File: config.mk
export PLATFORM = sky130hd
export DESIGN_NAME = err_status_regs
export DESIGN_NICKNAME = d
export VERILOG_FILES = /design/src/rtl/err_regs_pkg.sv /design/src/rtl/err_addr_dec.sv /design/src/rtl/err_bank.sv /design/src/rtl/err_status_regs.sv
export SDC_FILE = /design/constraint.sdc
export NUM_CORES = 1
export LEC_CHECK = 0
export ABC_AREA = 1
export BUFFER_PORTS_ARGS = -buffer_cell sky130_fd_sc_hd__buf_2
export CAP_MARGIN = 20
export CORE_MARGIN = 2
export CORE_UTILIZATION = 38
export DETAILED_ROUTE_END_ITERATION = 7
export PLACE_DENSITY = 0.76
export SYNTH_ARGS = -nofsm -noshare
export SYNTH_HDL_FRONTEND = slang
export SYNTH_SLANG_ARGS = --single-unit
File: constraint.sdc
create_clock -name clk_i -period 0.8 [get_ports clk_i]
set_input_delay 0.04 -clock clk_i [delete_from_list [all_inputs] [get_ports clk_i]]
set_output_delay 0.04 -clock clk_i [all_outputs]
set_load 0.01 [all_outputs]
File: src/rtl/err_regs_pkg.sv
package err_regs_pkg;
   localparam int unsigned REG_W = 32;
   localparam logic [REG_W-1:0] UNC_IMPL_DEF  = 32'h0017_D010;
   localparam logic [REG_W-1:0] COR_IMPL_DEF  = 32'h0000_31C1;
   localparam logic [REG_W-1:0] UNC_FATAL_DEF = 32'h0006_0010;
   localparam logic [REG_W-1:0] UNC_MRST_DEF  = 32'h0006_0000;
   localparam logic [REG_W-1:0] COR_MRST_DEF  = 32'h0000_0000;
   localparam int unsigned WIN_BYTES = 32;
   localparam logic [4:0] OFS_UNC_STAT = 5'h04;
   localparam logic [4:0] OFS_UNC_MASK = 5'h08;
   localparam logic [4:0] OFS_UNC_SEV  = 5'h0C;
   localparam logic [4:0] OFS_COR_STAT = 5'h10;
   localparam logic [4:0] OFS_COR_MASK = 5'h14;

   typedef struct packed {
      logic unc_stat;
      logic unc_mask;
      logic unc_sev;
      logic cor_stat;
      logic cor_mask;
   } reg_sel_t;
endpackage

File: src/rtl/err_addr_dec.sv
module err_addr_dec
   import err_regs_pkg::*;
#(
   parameter int unsigned ADDR_W = 12,
   parameter logic [ADDR_W-1:0] BASE_STD = 'h100,
   parameter logic [ADDR_W-1:0] BASE_ARI = 'h140,
   parameter bit ARI_CAPABLE = 1'b1
) (
   input  logic [ADDR_W-1:0] addr_i,
   input  logic              ari_en_i,
   output reg_sel_t          sel_o
);
   localparam int unsigned OFS_W = $clog2(WIN_BYTES);

   initial begin
      assert ((BASE_STD % WIN_BYTES) == 0 && (BASE_ARI % WIN_BYTES) == 0)
         else $error("window bases must be aligned to the window size");
      assert (OFS_W == 5) else $error("offset width must match the offset constants");
   end

   logic [ADDR_W-1:0] base;
   logic              in_win;
   logic [OFS_W-1:0]  ofs;

   generate
      if (ARI_CAPABLE) begin : g_strap
         assign base = ari_en_i ? BASE_ARI : BASE_STD;
      end else begin : g_fixed
         logic unused_strap;
         assign unused_strap = ari_en_i;
         assign base = BASE_STD;
      end
   endgenerate

   assign in_win = (addr_i[ADDR_W-1:OFS_W] == base[ADDR_W-1:OFS_W]);
   assign ofs    = addr_i[OFS_W-1:0];

   always_comb begin
      sel_o          = '0;
      sel_o.unc_stat = in_win && (ofs == OFS_UNC_STAT);
      sel_o.unc_mask = in_win && (ofs == OFS_UNC_MASK);
      sel_o.unc_sev  = in_win && (ofs == OFS_UNC_SEV);
      sel_o.cor_stat = in_win && (ofs == OFS_COR_STAT);
      sel_o.cor_mask = in_win && (ofs == OFS_COR_MASK);
   end
endmodule

File: src/rtl/err_bank.sv
module err_bank #(
   parameter int unsigned W = 32,
   parameter logic [W-1:0] IMPL = '1,
   parameter logic [W-1:0] MASK_RST = '0
) (
   input  logic         clk_i,
   input  logic         rst_ni,
   input  logic [W-1:0] evt_i,
   input  logic [W-1:0] clr_i,
   input  logic         mwe_i,
   input  logic [W-1:0] mbm_i,
   input  logic [W-1:0] mwd_i,
   output logic [W-1:0] stat_o,
   output logic [W-1:0] mask_o
);
   initial begin
      assert ((MASK_RST & ~IMPL) == '0)
         else $error("mask reset value sets an unimplemented bit");
   end

   for (genvar k = 0; k < W; k++) begin : g_bit
      if (IMPL[k]) begin : g_impl
         logic s_q;
         logic m_q;
         always_ff @(posedge clk_i or negedge rst_ni) begin
            if (!rst_ni) begin
               s_q <= 1'b0;
               m_q <= MASK_RST[k];
            end else begin
               if (evt_i[k])      s_q <= 1'b1;
               else if (clr_i[k]) s_q <= 1'b0;
               if (mwe_i && mbm_i[k]) m_q <= mwd_i[k];
            end
         end
         assign stat_o[k] = s_q;
         assign mask_o[k] = m_q;
      end else begin : g_none
         logic unused_bit;
         assign unused_bit = ^{evt_i[k], clr_i[k], mbm_i[k], mwd_i[k]};
         assign stat_o[k] = 1'b0;
         assign mask_o[k] = 1'b0;
      end
   end

   AST_EVT_SETS: assert property (@(posedge clk_i) disable iff (!rst_ni)
      (evt_i & IMPL) != '0 |=> (stat_o & $past(evt_i & IMPL)) == $past(evt_i & IMPL));
   AST_STICKY: assert property (@(posedge clk_i) disable iff (!rst_ni)
      ((evt_i & IMPL) == '0 && clr_i == '0) |=> $stable(stat_o));
   AST_W1C: assert property (@(posedge clk_i) disable iff (!rst_ni)
      (clr_i & ~evt_i & IMPL) != '0 |=> (stat_o & $past(clr_i & ~evt_i)) == '0);
   AST_MASK_WR: assert property (@(posedge clk_i) disable iff (!rst_ni)
      mwe_i |=> (mask_o & $past(mbm_i & IMPL)) == $past(mwd_i & mbm_i & IMPL));
endmodule

File: src/rtl/err_status_regs.sv
module err_status_regs
   import err_regs_pkg::*;
#(
   parameter int unsigned ADDR_W = 12,
   parameter logic [ADDR_W-1:0] BASE_STD = 'h100,
   parameter logic [ADDR_W-1:0] BASE_ARI = 'h140,
   parameter bit ARI_CAPABLE = 1'b1,
   parameter logic [REG_W-1:0] UNC_IMPL  = UNC_IMPL_DEF,
   parameter logic [REG_W-1:0] COR_IMPL  = COR_IMPL_DEF,
   parameter logic [REG_W-1:0] UNC_FATAL = UNC_FATAL_DEF,
   parameter logic [REG_W-1:0] UNC_MRST  = UNC_MRST_DEF,
   parameter logic [REG_W-1:0] COR_MRST  = COR_MRST_DEF
) (
   input  logic              clk_i,
   input  logic              rst_ni,
   input  logic              ari_en_i,
   input  logic [31:0]       unc_evt_i,
   input  logic [31:0]       cor_evt_i,
   input  logic              cfg_wr_en_i,
   input  logic              cfg_rd_en_i,
   input  logic [ADDR_W-1:0] cfg_addr_i,
   input  logic [3:0]        cfg_be_i,
   input  logic [31:0]       cfg_wdata_i,
   output logic [31:0]       cfg_rdata_o,
   output logic              err_cor_o,
   output logic              err_nonfatal_o,
   output logic              err_fatal_o
);
   localparam int unsigned NBYTES = REG_W / 8;
   localparam logic [REG_W-1:0] SEV_WORD = UNC_FATAL & UNC_IMPL;

   initial begin
      assert (REG_W == 32 && NBYTES == 4) else $error("register width must be 32");
      assert ((UNC_FATAL & ~UNC_IMPL) == '0) else $error("severity names an unimplemented bit");
   end

   reg_sel_t         sel;
   logic [REG_W-1:0] bm;
   logic [REG_W-1:0] wd_en;
   logic [REG_W-1:0] unc_stat, unc_mask, cor_stat, cor_mask;
   logic [REG_W-1:0] unc_clr, cor_clr;
   logic [REG_W-1:0] rd_mux;
   logic [REG_W-1:0] rdata_q;
   logic [REG_W-1:0] unc_live;

   err_addr_dec #(
      .ADDR_W(ADDR_W), .BASE_STD(BASE_STD), .BASE_ARI(BASE_ARI), .ARI_CAPABLE(ARI_CAPABLE)
   ) u_dec (
      .addr_i(cfg_addr_i), .ari_en_i(ari_en_i), .sel_o(sel)
   );

   for (genvar b = 0; b < NBYTES; b++) begin : g_be
      assign bm[8*b +: 8] = {8{cfg_be_i[b]}};
   end

   assign wd_en   = cfg_wdata_i & bm;
   assign unc_clr = (cfg_wr_en_i && sel.unc_stat) ? wd_en : '0;
   assign cor_clr = (cfg_wr_en_i && sel.cor_stat) ? wd_en : '0;

   err_bank #(.W(REG_W), .IMPL(UNC_IMPL), .MASK_RST(UNC_MRST)) u_unc (
      .clk_i(clk_i), .rst_ni(rst_ni), .evt_i(unc_evt_i), .clr_i(unc_clr),
      .mwe_i(cfg_wr_en_i && sel.unc_mask), .mbm_i(bm), .mwd_i(cfg_wdata_i),
      .stat_o(unc_stat), .mask_o(unc_mask)
   );

   err_bank #(.W(REG_W), .IMPL(COR_IMPL), .MASK_RST(COR_MRST)) u_cor (
      .clk_i(clk_i), .rst_ni(rst_ni), .evt_i(cor_evt_i), .clr_i(cor_clr),
      .mwe_i(cfg_wr_en_i && sel.cor_mask), .mbm_i(bm), .mwd_i(cfg_wdata_i),
      .stat_o(cor_stat), .mask_o(cor_mask)
   );

   always_comb begin
      rd_mux = '0;
      if (sel.unc_stat) rd_mux = unc_stat;
      if (sel.unc_mask) rd_mux = unc_mask;
      if (sel.unc_sev)  rd_mux = SEV_WORD;
      if (sel.cor_stat) rd_mux = cor_stat;
      if (sel.cor_mask) rd_mux = cor_mask;
   end

   always_ff @(posedge clk_i or negedge rst_ni) begin
      if (!rst_ni)          rdata_q <= '0;
      else if (cfg_rd_en_i) rdata_q <= rd_mux;
   end

   assign cfg_rdata_o    = rdata_q;
   assign unc_live       = unc_stat & ~unc_mask;
   assign err_fatal_o    = |(unc_live & UNC_FATAL);
   assign err_nonfatal_o = |(unc_live & ~UNC_FATAL);
   assign err_cor_o      = |(cor_stat & ~cor_mask);

   AST_RD_UNMAPPED: assert property (@(posedge clk_i) disable iff (!rst_ni)
      (cfg_rd_en_i && sel == '0) |=> cfg_rdata_o == '0);
   AST_FATAL_CAUSE: assert property (@(posedge clk_i) disable iff (!rst_ni)
      $rose(err_fatal_o) |-> (($past(unc_evt_i & UNC_FATAL) != '0) || $past(cfg_wr_en_i)));
   AST_COR_CAUSE: assert property (@(posedge clk_i) disable iff (!rst_ni)
      $rose(err_cor_o) |-> (($past(cor_evt_i) != '0) || $past(cfg_wr_en_i)));
   AST_RD_HOLD: assert property (@(posedge clk_i) disable iff (!rst_ni)
      !cfg_rd_en_i |=> $stable(cfg_rdata_o));
endmodule

==> metrics.csv, run 1 <==
metric,value,unit
postPlaceCellArea,2950,sq um
p_leak,2.10,nW
worstSetupPathType,flop to output pin,
crit_path_cell_trace,a221oi_2 > o221ai_2 > buf_2,
avgSynthCellArea,7.97,sq um
hold_viol_final,0,
rsz0062_at_grt,yes,
syn_to_final_growth,76.0,%
fin_util,69.2,%
grt_pass1_vias,2409,
pwr-share-seq,50.0,%
holdCritStartpoint,cfg_wdata_i[14],
cp_slowest_cell,dfrtp_1,
timing.rr.start,u_unc.g_bit[20].g_impl.m_q,
intPower,3.14,mW
dpl.cell_count,452,
synth.ff_latch_count,41,
powerDensity,1060,nW/um^2
clock_skew,2.38,ps
ys_warn_count,0,
violations,setup timing,
peakVddDrop,0.000682,V
clock_path_buffers,2,
wl,8230,um
critPathArrivalTime,1280,ps
clock_sinks,41,
portBuffers,62,
critPathLaunchType,flop,
vias,2549,
timing.final.crit_share,165,%
cts-root-buf,clkbuf_8,
hpwl,4250,um
num-nets-final,553,
drive_above_1_share,53.9,%
via_per_inst,4.99,
initial_core_util,39.3,%
num_antenna_cells,0,
hold_end,u_unc.g_bit[14].g_impl.m_q,
slew_violations,0,
worstSetupPathDepth,3,
hold_class,primary input to flop,
yosysSeqAreaShare,44.5,%
min_period,1320,ps
synth_compound_area_share,8.66,%
synth-adder-area-share,0,%
outcome,"finished, violations left",
mostFrequentLayoutCells,"56 x nand2_1, 55 x buf_2, 39 x dfrtp_1",
timing.rr.end,cfg_rdata_o[20],
finalSetupViolations,57,
synth_xor_area_share,0,%
cts_made_buffers,5,
final_cells,511,
synth_ff_type,dfrtp_1,
hold_depth,3,
slowest_delay,410,ps
switching_share,27.0,%
die_h,82.0,um
maxCapViolCount,0,
nFillCells,396,
antenna_found_initial,0,
die_area,6720,sq um
grt_max_degree,42,
cts_tree,built,
max_freq,759,MHz
detailedRoute.firstIterationViolations,192,
reg2reg_slack,-190,ps
htreeDepth,2,
ant_nets,0,
crit_required,760,ps
cp_top_family,compound AO/OA/AOI/OAI gates,
synth-simple-area-share,31.9,%
path_buf_inv,1,
grt_first_pass_wirelength,11200,um
ys_types,31,
ios,152,
coreArea,5890,sq um
ff2ff_path_depth,6,
placement_rows,28,
synth.mux.area_fraction,0,%
clk_latency,300,ps
power_switching,1.16,mW
path_clk_slew,80,ps
regArea,1030,sq um
multi_input_area,1510,sq um
ys_async_sr_fraction,100,%
p_comb_share,17.9,%
critPathMaxFanout,2,
die_width,82.0,um
synth_top_family_by_area,simple AND/OR/NAND/NOR gates,
drt_first_pass_iters,4,
design_area,4070,sq um
setup_ws,-518,ps
final_common_cell,nand2_1,
synth_area,2310,sq um
end_kind,output pin,
synthCells,290,
gp_routability_congestion,0.862,
gr-total-overflow,0,
grt_usage,21.9,%
drt-wirelength-per-cell,16.1,um
post-route-drc-count,0,
critPathLaunch,u_unc.g_bit[14].g_impl.s_q,
clkPwrFrac,32.2,%
synth_edf_count,0,
-- power groups by stage --
stage,clock network [mW],logic (mW),registers [mW]
after floorplan,0,0.264,2.16
after global placement,0,0.496,2.17
after detailed placement,0,0.505,2.17
after CTS,1.39,0.663,2.13
after global routing,1.50,0.826,2.15
final,1.38,0.767,2.15
-- state kept, by name, indices dropped and copies added, names as in the netlist --
register and cells:
cfg_rdata_o 13, u_cor.g_bit.g_impl.s_q 6, u_unc.g_bit.g_impl.m_q 8, u_unc.g_bit.g_impl.s_q 8, u_cor.g_bit.g_impl.m_q 6
-- metal layers --
| layer | up-vias | track usage, % | wire length (um) |
|---|---|---|---|
| met3 | 32 | 4.29 | 624 |
| met4 | 0 | 10.0 | 280 |
| li1 | 1179 | - | - |
| met5 | - | 0 | 0 |
| met1 | 1191 | 27.0 | 3170 |
| met2 | 147 | 36.8 | 4160 |
-- synth_stat cells, types with 2 or more instances --
master    number  share of area [%]
nor2_2         2               0.54
o22ai_1        2               0.54
nand3_1       34                7.4
nand2_1       80                 13
o21ai_1       15                3.2
inv_1         44                7.1
dfrtp_1       39                 42
o21bai_1       5                1.6
nand2_4        3                1.5
o221ai_1       2               0.76
nand3_4        2                1.5
o21ai_0        7                1.5
dfstp_2        2                2.3
nor2_1         9                1.5
buf_4         19                6.2
inv_2          2               0.32
nand3_2        5                2.2
nor2_4         5                2.4
-- worst min-delay path, stage by stage --
cell and delay (ps):
buf_2 110, inv_1 50, o21ai_1 60
-- kinds of logic (layout without fill, tap and decap cells) --
family | Yosys count | in the layout
other | 1 | 19
DFF | 41 | 41
and+or+nand+nor | 145 | 145
AOI/OAI and AO/OA | 34 | 34
buffers and inverters | 69 | 197
-- timing repair --
action / in CTS / in global routing
pin swaps: 24 / 39
setup buffers: 17 / 19
hold buffers: 25 / 0
endpoints found under the setup margin: 57 / 57
endpoints found under the hold margin: 65 / 0
gates resized for setup: 57 / 83
-- how the worst max path moves through the flow --
stage / end / slack [ps]
final: err_nonfatal_o / -520
after global routing: err_nonfatal_o / -590
after CTS: err_nonfatal_o / -530
after detailed placement: u_unc.g_bit[16].g_impl.s_q / -470
after global placement: cfg_rdata_o[6] / -430
after floorplan: u_unc.g_bit[14].g_impl.s_q / -190
-- stage by stage --
| step | setup TNS [ps] | hold slack, ps | setup WS [ps] | power [mW] |
|---|---|---|---|---|
| floorplan | -5240 | -256 | -189 | 2.43 |
| global route | -9930 | 15.0 | -592 | 4.48 |
| finish | -7400 | 7.48 | -518 | 4.29 |
| CTS | -5180 | 1.45 | -534 | 4.19 |
| detailed placement | -16580 | 31.3 | -469 | 2.68 |
| global placement | -15300 | 24.3 | -434 | 2.67 |
-- layout make-up --
class	count	area share (%)
clock buffers	7	2.12
repair buffers	143	28.3
well taps	75	2.31
multi-input cells	198	37.1
flip-flops and latches	41	25.3
inverters	47	4.89
Power figures use the tool's default switching activity.
==> inputs of run 2 (changes only) <==
--- a/config.mk
+++ b/config.mk
@@ -6,12 +6,15 @@
 export NUM_CORES = 1
 export LEC_CHECK = 0
 export ABC_AREA = 1
+export ABC_CLOCK_PERIOD_IN_PS = 800
 export BUFFER_PORTS_ARGS = -buffer_cell sky130_fd_sc_hd__buf_2
 export CAP_MARGIN = 20
+export CELL_PAD_IN_SITES_DETAIL_PLACEMENT = 2
+export CELL_PAD_IN_SITES_GLOBAL_PLACEMENT = 2
 export CORE_MARGIN = 2
-export CORE_UTILIZATION = 38
+export CORE_UTILIZATION = 19
 export DETAILED_ROUTE_END_ITERATION = 7
-export PLACE_DENSITY = 0.76
+export PLACE_DENSITY_LB_ADDON = 0.1
 export SYNTH_ARGS = -nofsm -noshare
 export SYNTH_HDL_FRONTEND = slang
 export SYNTH_SLANG_ARGS = --single-unit
==> run 2 against run 1 <==
- the run still ends with setup timing left
- cell count is 16% higher
- via count fell by 4.5%
- setup slack got worse by 14 ps
- clock power increased by 57%
- register-to-register slack got worse by 150 ps
- first-iteration DRC count decreased by 60%
- wire length increased by 4.2%
- core utilization fell by 33 points
- combinational power is 1% lower
- final area increased by 5.2%
- die area is 94% higher
- clock skew rose by 2.6 ps
- critical path type unchanged
- critical endpoint unchanged
- largest power group is now the clock network
==> metrics.csv, run 2 (synthesis gave the netlist of run 1 again) <==
metric,value,unit
ant_nets,0,
violations,setup timing,
cts-root-buf,clkbuf_16,
timing.final.crit_share,167,%
finalSetupViolations,57,
drt_first_pass_iters,4,
htreeDepth,2,
dpl.cell_count,536,
cp_top_family,compound AO/OA/AOI/OAI gates,
setup_ws,-532,ps
path_buf_inv,2,
clock_skew,4.94,ps
syn_to_final_growth,85.2,%
final_cells,595,
gr-total-overflow,0,
design_area,4280,sq um
powerDensity,1180,nW/um^2
cts_made_buffers,5,
final_common_cell,nand2_1,
slowest_delay,380,ps
num-nets-final,564,
dp_worst_setup_slack,-609,ps
fin_hold_ws,7.84,ps
clock_path_buffers,2,
gp_routability_congestion,0.755,
crit_required,760,ps
wl,8580,um
portBuffers,62,
fin_tns_setup,-7120,ps
cts_tree,built,
crit_path_cell_trace,inv_2 > a221oi_4 > o221ai_2 > buf_2,
grt_first_pass_wirelength,13800,um
slew_violations,0,
grt_max_degree,42,
die_area,13100,sq um
coreArea,12000,sq um
min_period,1330,ps
detailedRoute.firstIterationViolations,77,
via_per_inst,4.09,
hold_viol_final,0,
clk_latency,290,ps
peakVddDrop,0.000773,V
path_clk_slew,70,ps
antenna_found_initial,0,
placement_rows,40,
die_h,114,um
maxCapViolCount,0,
worstSetupPathType,flop to output pin,
mostFrequentLayoutCells,"61 x nand2_1, 55 x buf_2, 52 x buf_4",
grt_pass1_vias,2614,
drive_above_1_share,57.1,%
rsz0062_at_grt,yes,
critPathArrivalTime,1290,ps
hpwl,6250,um
critPathLaunchType,flop,
critPathMaxFanout,2,
ios,152,
post-route-drc-count,0,
hold_class,primary input to flop,
p_leak,2.17,nW
cp_slowest_cell,dfrtp_1,
vias,2434,
outcome,"finished, violations left",
initial_core_util,19.3,%
grt_usage,13.8,%
largest_register_ffs,13,
drt-wirelength-per-cell,14.4,um
max_freq,751,MHz
clock_sinks,41,
die_width,114,um
end_kind,output pin,
num_antenna_cells,0,
postPlaceCellArea,3150,sq um
-- run 2: cell count changes in the layout (fill, tap and decap cells not counted), moves of 2 or more --
| cell | change |
|---|---|
| buf_12 | +3 |
| inv_2 | +5 |
| nand2_4 | -2 |
| nand2_2 | -4 |
| clkbuf_16 | +5 |
| nand3_4 | -5 |
| buf_6 | -4 |
| nand2_1 | +5 |
| inv_1 | -4 |
| buf_4 | +20 |
| clkbuf_8 | -5 |
| nand3_2 | +4 |
| dlygate4sd3_1 | -7 |
-- run 2: cell type report --
class                      instances  area, sq um
fill                            1345         7680
multi-input combinational        198         1490
timing repair buffer             154         1230
sequential                        41         1030
inverter                          47          191
tap                              147          184
clock buffer                       6          139
clock inverter                     2         13.8
-- run 2: path summary, 6_finish.rpt --
| path | start | end | slack, ps | depth (start not counted) |
|---|---|---|---|---|
| worst max-delay path | u_unc.g_bit[14].g_impl.m_q | err_nonfatal_o | -530 | 4 |
| worst min-delay path | cfg_wdata_i[16] | u_unc.g_bit[16].g_impl.m_q | 8 | 3 |
| worst max register to register | u_unc.g_bit[14].g_impl.m_q | cfg_rdata_o[14] | -340 | 7 |
| worst min register to register | u_unc.g_bit[17].g_impl.m_q | u_unc.g_bit[17].g_impl.m_q | 500 | 2 |
| max in group asynchronous | rst_ni | u_unc.g_bit[17].g_impl.m_q | 250 | 3 |
| min in group asynchronous | rst_ni | u_cor.g_bit[6].g_impl.s_q | 250 | 3 |
-- run 2: tightest hold or removal path: cells and delay by family --
kind	cells	cell delay, ps
buf+inv	2	160
compound gates	1	60
-- run 2: through the flow --
| step | utilization (%) | power (mW) |
|---|---|---|
| 2_1_floorplan | - | 2.43 |
| 3_3_place_gp | 26.3 | 2.73 |
| 3_5_place_dp | 26.3 | 2.74 |
| 4_1_cts | 33.5 | 5.11 |
| 5_1_grt | 35.8 | 5.30 |
| 6_report | 35.8 | 5.06 |
-- run 2: routing by layer --
metal  share of wire, %  GRT usage, %  up-vias
met5                  0             0        -
met4                1.1          3.17        0
met3                2.9          2.17        5
met2                 54          24.8       45
met1                 42          17.4     1190
li1                   -             -     1194
-- run 2: power by group --
| group | total [mW] | switching [mW] | internal, mW |
|---|---|---|---|
| sequential | 2.14 | 0.0339 | 2.11 |
| clock | 2.16 | 0.916 | 1.24 |
| combinational | 0.759 | 0.408 | 0.350 |
-- run 2: repair_timing --
item	4_1_cts	5_1_grt
setup endpoints to repair	57	57
hold buffers	18	0
setup buffers	24	14
hold endpoints to repair	58	0
resized for setup	80	47
pin swaps	28	33
